===== src/rtl/spi_slave_pkg.sv =====
package spi_slave_pkg;
  localparam int unsigned SPI_WORD_W   = 16;
  localparam int unsigned SPI_NARROW_W = 8;
  localparam int unsigned SYNC_STAGES  = 2;

  // bit positions of the synchronized pin bundle
  localparam int unsigned PIN_SCK  = 0;
  localparam int unsigned PIN_SS   = 1;
  localparam int unsigned PIN_MOSI = 2;
  localparam int unsigned PIN_CNT  = 3;

  typedef struct packed {
    logic samp;
    logic shft;
    logic ss_act;
    logic ss_start;
  } spi_evt_t;
endpackage


===== src/rtl/spi_pin_sync.sv =====
module spi_pin_sync #(
  parameter int unsigned LINES  = 3,
  parameter int unsigned STAGES = 2,
  parameter logic [LINES-1:0] RST_VAL = '0
) (
  input  logic             clk,
  input  logic             rst_n,
  input  logic [LINES-1:0] din,
  output logic [LINES-1:0] dout,
  output logic [LINES-1:0] dlast
);
  localparam int unsigned DEPTH = STAGES + 1;

  for (genvar g = 0; g < LINES; g++) begin : g_line
    logic [DEPTH-1:0] pipe_q;
    logic [DEPTH-1:0] pipe_d;

    always_comb begin
      pipe_d = {pipe_q[DEPTH-2:0], din[g]};
    end

    always_ff @(posedge clk or negedge rst_n) begin
      if (!rst_n) begin
        pipe_q <= {DEPTH{RST_VAL[g]}};
      end else begin
        pipe_q <= pipe_d;
      end
    end

    assign dout[g]  = pipe_q[STAGES-1];
    assign dlast[g] = pipe_q[STAGES];
  end
endmodule


===== src/rtl/spi_edge_dec.sv =====
module spi_edge_dec
  import spi_slave_pkg::*;
(
  input  logic     cfg_cpol,
  input  logic     cfg_cpha,
  input  logic     sck_now,
  input  logic     sck_last,
  input  logic     ss_now_n,
  input  logic     ss_last_n,
  output spi_evt_t evt
);
  logic rise;
  logic fall;
  logic samp_on_rise;

  always_comb begin
    rise         = sck_now & ~sck_last;
    fall         = ~sck_now & sck_last;
    samp_on_rise = (cfg_cpol == cfg_cpha);
    evt.ss_act   = ~ss_now_n;
    evt.ss_start = ~ss_now_n & ss_last_n;
    evt.samp     = evt.ss_act & (samp_on_rise ? rise : fall);
    evt.shft     = evt.ss_act & (samp_on_rise ? fall : rise);
  end
endmodule


===== src/rtl/spi_shift_core.sv =====
module spi_shift_core
  import spi_slave_pkg::*;
#(
  parameter int unsigned DATA_W   = SPI_WORD_W,
  parameter int unsigned NARROW_W = SPI_NARROW_W,
  localparam int unsigned CNT_W   = $clog2(DATA_W)
) (
  input  logic              clk,
  input  logic              rst_n,
  input  logic              cfg_lsb_first,
  input  logic              cfg_wide,
  input  logic [DATA_W-1:0] tx_word,
  input  spi_evt_t          evt,
  input  logic              mosi_bit,
  output logic              miso_bit,
  output logic [DATA_W-1:0] rx_word,
  output logic              rx_done
);
  logic [DATA_W-1:0] tx_q, tx_d;
  logic [DATA_W-1:0] rx_q, rx_d;
  logic [DATA_W-1:0] word_q, word_d;
  logic              done_q, done_d;
  logic [CNT_W-1:0]  cnt_q, cnt_d;

  logic [CNT_W-1:0]  last_idx;
  logic [DATA_W-1:0] width_mask;
  logic [DATA_W-1:0] rx_msb;
  logic [DATA_W-1:0] rx_lsb;
  logic [DATA_W-1:0] rx_ins;
  logic [DATA_W-1:0] rx_final;

  always_comb begin
    last_idx   = cfg_wide ? CNT_W'(DATA_W - 1) : CNT_W'(NARROW_W - 1);
    width_mask = cfg_wide ? {DATA_W{1'b1}}
                          : {{(DATA_W-NARROW_W){1'b0}}, {NARROW_W{1'b1}}};
    rx_msb     = {rx_q[DATA_W-2:0], mosi_bit};
    rx_lsb     = rx_q >> 1;
    rx_lsb[last_idx] = mosi_bit;
    rx_ins     = cfg_lsb_first ? rx_lsb : rx_msb;
    rx_final   = rx_ins & width_mask;
  end

  always_comb begin
    tx_d   = tx_q;
    rx_d   = rx_q;
    word_d = word_q;
    cnt_d  = cnt_q;
    done_d = 1'b0;
    if (evt.ss_start) begin
      tx_d  = tx_word & width_mask;
      rx_d  = '0;
      cnt_d = '0;
    end else if (!evt.ss_act) begin
      cnt_d = '0;
    end else if (evt.samp) begin
      rx_d = rx_ins;
      if (cnt_q == last_idx) begin
        done_d = 1'b1;
        word_d = rx_final;
        tx_d   = rx_final;   // echoed if select stays active
        cnt_d  = '0;
      end else begin
        cnt_d = cnt_q + CNT_W'(1);
      end
    end else if (evt.shft && (cnt_q != '0)) begin
      tx_d = cfg_lsb_first ? (tx_q >> 1) : (tx_q << 1);
    end
  end

  always_ff @(posedge clk or negedge rst_n) begin
    if (!rst_n) begin
      tx_q   <= '0;
      rx_q   <= '0;
      word_q <= '0;
      done_q <= 1'b0;
      cnt_q  <= '0;
    end else begin
      tx_q   <= tx_d;
      rx_q   <= rx_d;
      word_q <= word_d;
      done_q <= done_d;
      cnt_q  <= cnt_d;
    end
  end

  always_comb begin
    if (cfg_lsb_first) begin
      miso_bit = tx_q[0];
    end else begin
      miso_bit = cfg_wide ? tx_q[DATA_W-1] : tx_q[NARROW_W-1];
    end
  end

  assign rx_word = word_q;
  assign rx_done = done_q;
endmodule


===== src/rtl/spi_slave_core.sv =====
module spi_slave_core
  import spi_slave_pkg::*;
#(
  parameter int unsigned DATA_W   = SPI_WORD_W,
  parameter int unsigned NARROW_W = SPI_NARROW_W
) (
  input  logic              clk,
  input  logic              rst_n,
  input  logic              cfg_cpol,
  input  logic              cfg_cpha,
  input  logic              cfg_lsb_first,
  input  logic              cfg_wide,
  input  logic [DATA_W-1:0] tx_word,
  input  logic              spi_sck,
  input  logic              spi_ss_n,
  input  logic              spi_mosi,
  output logic              spi_miso,
  output logic              spi_miso_oe,
  output logic [DATA_W-1:0] rx_word,
  output logic              rx_done
);
  localparam logic [PIN_CNT-1:0] PIN_RST = PIN_CNT'(1) << PIN_SS;

  logic [PIN_CNT-1:0] pins_raw;
  logic [PIN_CNT-1:0] pins_now;
  logic [PIN_CNT-1:0] pins_last;
  spi_evt_t           evt;
  logic               miso_bit;

  always_comb begin
    pins_raw           = '0;
    pins_raw[PIN_SCK]  = spi_sck;
    pins_raw[PIN_SS]   = spi_ss_n;
    pins_raw[PIN_MOSI] = spi_mosi;
  end

  spi_pin_sync #(
    .LINES   (PIN_CNT),
    .STAGES  (SYNC_STAGES),
    .RST_VAL (PIN_RST)
  ) u_sync (
    .clk   (clk),
    .rst_n (rst_n),
    .din   (pins_raw),
    .dout  (pins_now),
    .dlast (pins_last)
  );

  spi_edge_dec u_edge (
    .cfg_cpol  (cfg_cpol),
    .cfg_cpha  (cfg_cpha),
    .sck_now   (pins_now[PIN_SCK]),
    .sck_last  (pins_last[PIN_SCK]),
    .ss_now_n  (pins_now[PIN_SS]),
    .ss_last_n (pins_last[PIN_SS]),
    .evt       (evt)
  );

  spi_shift_core #(
    .DATA_W   (DATA_W),
    .NARROW_W (NARROW_W)
  ) u_core (
    .clk           (clk),
    .rst_n         (rst_n),
    .cfg_lsb_first (cfg_lsb_first),
    .cfg_wide      (cfg_wide),
    .tx_word       (tx_word),
    .evt           (evt),
    .mosi_bit      (pins_now[PIN_MOSI]),
    .miso_bit      (miso_bit),
    .rx_word       (rx_word),
    .rx_done       (rx_done)
  );

  assign spi_miso_oe = evt.ss_act;
  assign spi_miso    = evt.ss_act & miso_bit;
endmodule


===== config.mk =====
export PLATFORM = sky130hd
export DESIGN_NAME = spi_slave_core
export DESIGN_NICKNAME = d
export VERILOG_FILES = /design/src/rtl/spi_slave_pkg.sv /design/src/rtl/spi_pin_sync.sv /design/src/rtl/spi_edge_dec.sv /design/src/rtl/spi_shift_core.sv /design/src/rtl/spi_slave_core.sv
export SDC_FILE = /design/constraint.sdc
export NUM_CORES = 1
export LEC_CHECK = 0
export BUFFER_PORTS_ARGS = -buffer_cell sky130_fd_sc_hd__buf_2
export CORE_MARGIN = 10
export CORE_UTILIZATION = 40
export CTS_CLUSTER_DIAMETER = 40
export DETAILED_ROUTE_END_ITERATION = 16
export PLACE_DENSITY_LB_ADDON = 0.05
export SYNTH_ARGS = -nofsm -noshare
export SYNTH_HDL_FRONTEND = slang
export SYNTH_SLANG_ARGS = --single-unit

===== constraint.sdc =====
create_clock -name clk -period 2.72 [get_ports clk]
set_input_delay 0.544 -clock clk [delete_from_list [all_inputs] [get_ports clk]]
set_output_delay 0.544 -clock clk [all_outputs]
set_load 0.005 [all_outputs]

# Word level (Yosys, flattened, before mapping)
# Index checks and enable logic that the tools add are counted.
# word_totals
reg_bits	61
input_bits	25
output_inout_bits	19
wordCells	63
# op_classes
n_addsub	1
order_cmp	2
n_eq_ne	4
mux	27
n_bitwise	12
reduce_logical	9
# ops
operator	count
$mux W16	11
$and A16 B16 Y16	2
$mux W4	5
$bwmux W16	1
$mux W1	9
$and A1 B1 Y1	6
$reduce_bool A3 Y1	2
$lt A4 B5 Y1 const B	1
$add A4 B1 Y4 const B	1
$demux W1 S4	1
$eq A4 B4 Y1	1
$ge A4 B1 Y1 const B	1
$not A1 Y1	4
$reduce_and A4 Y1	1
$reduce_bool A4 Y1	1
$ne A3 B2 Y1 const B	1
$reduce_and A3 Y1	1
$logic_and A1 B1 Y1	2
$ne A2 B2 Y1 const B	1
$reduce_and A2 Y1	1
$reduce_bool A2 Y1	1
$eq A1 B1 Y1	1

# Logic depth before layout (Yosys ltp)
# logic_depth
word_depth	12
mapped_depth	7

# Modules after synthesis
# Synthesis repeated with hierarchy kept, for this count alone.
# hier_totals
hier_cells	296
hier_area_um2	3154.3
# modules_own_cells
module	n_inst	cells_per_inst	area_each_um2	seq_area_each_um2
spi_shift_core	1	273	2815.2	1326.3
spi_pin_sync	1	15	274.0	229.0
spi_edge_dec	1	7	58.8	0.0
spi_slave_core	1	1	6.3	0.0

# Least setup slack after synthesis
# OpenSTA, ideal clock, no wires.
# synth_timing
path_kind	input port to flip-flop
start	input port cfg_cpha
end	register u_core.tx_q[10]
setup_ps	125
arrival_time_ps	2169
required_ps	2595
slack_ps	426
stages	5
path_buffers	1
path_cell_list	xnor2_2 > mux2_4 > a221oi_4 > buf_8 > mux2_2
# synth_between
elab_chain_len	6
# synth_lines
item	line	rtl
start, declared	spi_slave_core.sv:10	input logic cfg_cpha,
$eq A1 B1 Y1 *	spi_edge_dec.sv:19	samp_on_rise = (cfg_cpol == cfg_cpha);
$mux W1, on equally long branches	spi_edge_dec.sv:23, spi_edge_dec.sv:22	
$and A1 B1 Y1, on equally long branches	spi_edge_dec.sv:23, spi_edge_dec.sv:22	
$logic_and A1 B1 Y1 or $mux W16 (tied branches)	spi_shift_core.sv:65, spi_shift_core.sv:55	
$reduce_bool A3 Y1 (no source line) or $mux W16 (tied branches)	-	
$reduce_and A3 Y1 (no source line) or $mux W16 (tied branches)	-	
end signal, assigned	spi_shift_core.sv:78	tx_q <= tx_d;
end, declared	spi_shift_core.sv:19	logic [DATA_W-1:0] tx_q, tx_d;
# Mark *: on every way between the ends. The rest lies on a longest branch, timed or not. The select of a mux whose other input is x is not followed.
# A chain may end at the register's enable or synchronous reset.

# Worst setup path after layout
# layout_timing
start	register u_sync.g_line[1].pipe_q[1]
end	register u_core.tx_q[12]
# layout_between
elab_chain_len	5
# layout_lines
item	line	rtl
start, declared	spi_pin_sync.sv:15	logic [DEPTH-1:0] pipe_q;
start signal, assigned	spi_pin_sync.sv:24	pipe_q <= {DEPTH{RST_VAL[g]}};
start signal, assigned	spi_pin_sync.sv:26	pipe_q <= pipe_d;
$not A1 Y1 (no source line)	-	
$and A1 B1 Y1, on equally long branches	spi_edge_dec.sv:23, spi_edge_dec.sv:22	
$logic_and A1 B1 Y1 or $mux W16 (tied branches)	spi_shift_core.sv:65, spi_shift_core.sv:55	
$reduce_bool A3 Y1 (no source line) or $mux W16 (tied branches)	-	
$reduce_and A3 Y1 (no source line) or $mux W16 (tied branches)	-	
# Several ways; a longest one is shown, not always the timed one. The select of a mux whose other input is x is not followed.

==> impl_metrics.yaml <==
timing:
  fmax_ghz: 0.479
  finalHoldViolations: 0
  post-route-min-period_ps: 2090
  skew_ps: 9.49
  maxSlewHeadroom_pct: 48.0
  finalCritPeriodShare_pct: 76.8
  grt_setup_unrepaired: "no"
  setup_viol: 0
  drv_slew: 0
  worst_slew_pin_slew_ps: 777
  setup_tns_ps: 0
floorplan:
  die_y_um: 107
  die_x_um: 107
  rows: 31
  dieArea_mm2: 0.0114
  start_util_pct: 41.3
  io_pins: 44
  core_mm2: 0.00725
routing:
  drt_wl_total_um: 7150
  drc: 0
  first_iter_violations: 66
  first_pass_iters: 4
  drtAntennaViolNets: 0
  routed-wl-met3_um: 293
  drt-met1-wl_um: 3480
  vias_per_cell: 5.09
  vias: 2123
  wire_per_inst_um: 17.1
  dr_wl_met2_um: 3290
  top_layer: "met4"
worst_setup_path:
  r2r-start: "u_sync.g_line[1].pipe_q[1]"
  reg2reg_slack_ps: 630
  endpoint_kind: "flip-flop"
  r2r_end: "u_core.tx_q[12]"
  cp-startpoint: "u_sync.g_line[1].pipe_q[1]"
  crit_fanout: 16
  critical_path_class: "reg -> reg"
  crit_required_ps: 2950
  r2r_cells: 5
  cp-start-kind: "flip-flop"
  worstPathArrival_ps: 2310
clock_network:
  worstSkewPairLatency_ps: 350
  htreeDepth: 3
  post-cts-setup-buffer-count: 0
  clock-root-buffer: "clkbuf_8"
  path_clk_slew_ps: 70
  ctsResizeCount: 0
  clkSinkCount: 61
  postCtsHoldBufs: 0
  cts_buffers: 9
  cts_tree: "done"
  cts_buffer_depth: 2
cells_and_area:
  drive_gt1_share_pct: 31.4
  synthToLayoutAreaGrowth_pct: 19.3
  layout_common_cells: "dfrtp_1, buf_2, nand2_1"
  layout.nets: 340
  insertedDiodeCount: 0
  final_common_cell: "dfrtp_1"
  fin_area_mm2: 0.00358
  fillers: 700
grt:
  grt.total_usage_pct: 13.1
  overflow: 0
  grt_max_degree: 33
  antenna_found_initial: 0
  grt_pass1_wl_um: 11800
  first_global_vias: 2241
yosys:
  synth_async_sr_flop_share_pct: 100
  synth_area_mm2: 0.00300
  synth_area_leaders: "dfrtp_1, mux2_2, mux2i_1"
  synthCells: 266
  synth_top_area_share_pct: 48.4
  synth_edf_count: 0
  synth_nets: 293
  yosys_warnings: 0
  yosysSeqAreaShare_pct: 51.0
  synth_largest_area_cell: "dfrtp_1"
  synth_cell_type_count: 40
  synth-seq-cells: 61
  ys.flop_type: "dfrtp_1"
  avgSynthCellArea_um2: 11.3
place:
  port_buffers: 43
  place_congestion: 0.753
  dpl.hpwl_um: 5170
  dpl-instance-area_mm2: 0.00335
power_and_ir_drop:
  leakage_uw: 0.00174
  p_per_area_mw_per_mm2: 639
  ir_drop_uv: 495
  finalPower_uw: 2280
run_status:
  status: "finished clean"
min_path:
  hp-class: "in -> async"
job:
  max_cap_violations: 0
critical path, cell delays in order (launching register included):
cell      delay, ps
dfstp_2         680
nor3b_1         110
mux2_4          310
a221oi_4        320
buf_12          200
mux2_2          350
layout make-up:
class                   instances  area, um2  share of cell area [%]
clock buffers                   9        124                    3.46
clock inverters                 7       97.6                    2.73
inverters                       6       22.5                   0.630
multi-input cells             183       1360                    38.0
flip-flops and latches         61       1530                    42.8
well taps                      99        124                    3.46
repair buffers                 52        320                    8.96
worst max-delay path by stage:
stage,endpoint,slack (ps),depth (start not counted)
global route,u_core.tx_q[13],530,5
floorplan,u_core.tx_q[10],430,5
detailed placement,u_core.tx_q[12],310,6
CTS,u_core.tx_q[12],620,5
finish,u_core.tx_q[12],630,5
global placement,u_core.rx_q[10],340,7
layer usage:
layer  GRT usage (%)  vias up
li1                -     1063
met1            17.3     1014
met2            19.7       39
met3            4.13        7
met4            4.74        0
met5               0        -
synth_stat cells, types with 2 or more instances:
| cell type | count |
|---|---|
| dfrtp_1 | 58 |
| nand2_1 | 35 |
| mux2i_1 | 25 |
| mux2_2 | 23 |
| o21ai_0 | 18 |
| nor2_1 | 12 |
| o221ai_1 | 9 |
| a21o_1 | 8 |
| a221o_1 | 7 |
| buf_2 | 7 |
| o31ai_1 | 7 |
| clkbuf_1 | 5 |
| inv_1 | 5 |
| nor3_1 | 5 |
| a21oi_1 | 4 |
| nor2b_1 | 4 |
| a211oi_1 | 3 |
| dfstp_2 | 3 |
| buf_1 | 2 |
| ha_1 | 2 |
| mux2_4 | 2 |
| nand2b_1 | 2 |
| nor3b_1 | 2 |
| nor4b_1 | 2 |
sequential cells by signal, indices dropped and copies added, names as in the netlist:
register              count
u_core.cnt_q              4
u_core.rx_done            1
u_core.rx_q              16
u_core.rx_word           16
u_core.tx_q              16
u_sync.g_line.pipe_q      8
logic make-up after synthesis:
family / Yosys count / synth area share [%]
XOR/XNOR: 3 / 1.13
AO/OA/AOI/OAI: 60 / 14.8
buffers and inverters: 22 / 3.67
AND/OR/NAND/NOR: 67 / 10.1
multiplexers: 51 / 18.4
flip-flops: 61 / 51.0
adder cells (fa/ha/maj): 2 / 0.835
report_power, final:
group          internal, uW  leakage [uW]  switching, uW
Combinational           181      0.000820            137
Clock                   520      0.000106            392
Sequential              986      0.000814           67.3
Total                  1690       0.00174            596
per-stage QoR:
step / utilization, % / setup slack [ps] / cells / hold slack (ps)
2_1_floorplan: - / 426 / 266 / 248
3_3_place_gp: 46.2 / 340 / 401 / 336
3_5_place_dp: 46.2 / 314 / 401 / 338
4_1_cts: 49.3 / 618 / 417 / 242
5_1_grt: 49.3 / 526 / 417 / 268
6_report: 49.3 / 632 / 417 / 228
(Power assumes the default switching activity.)
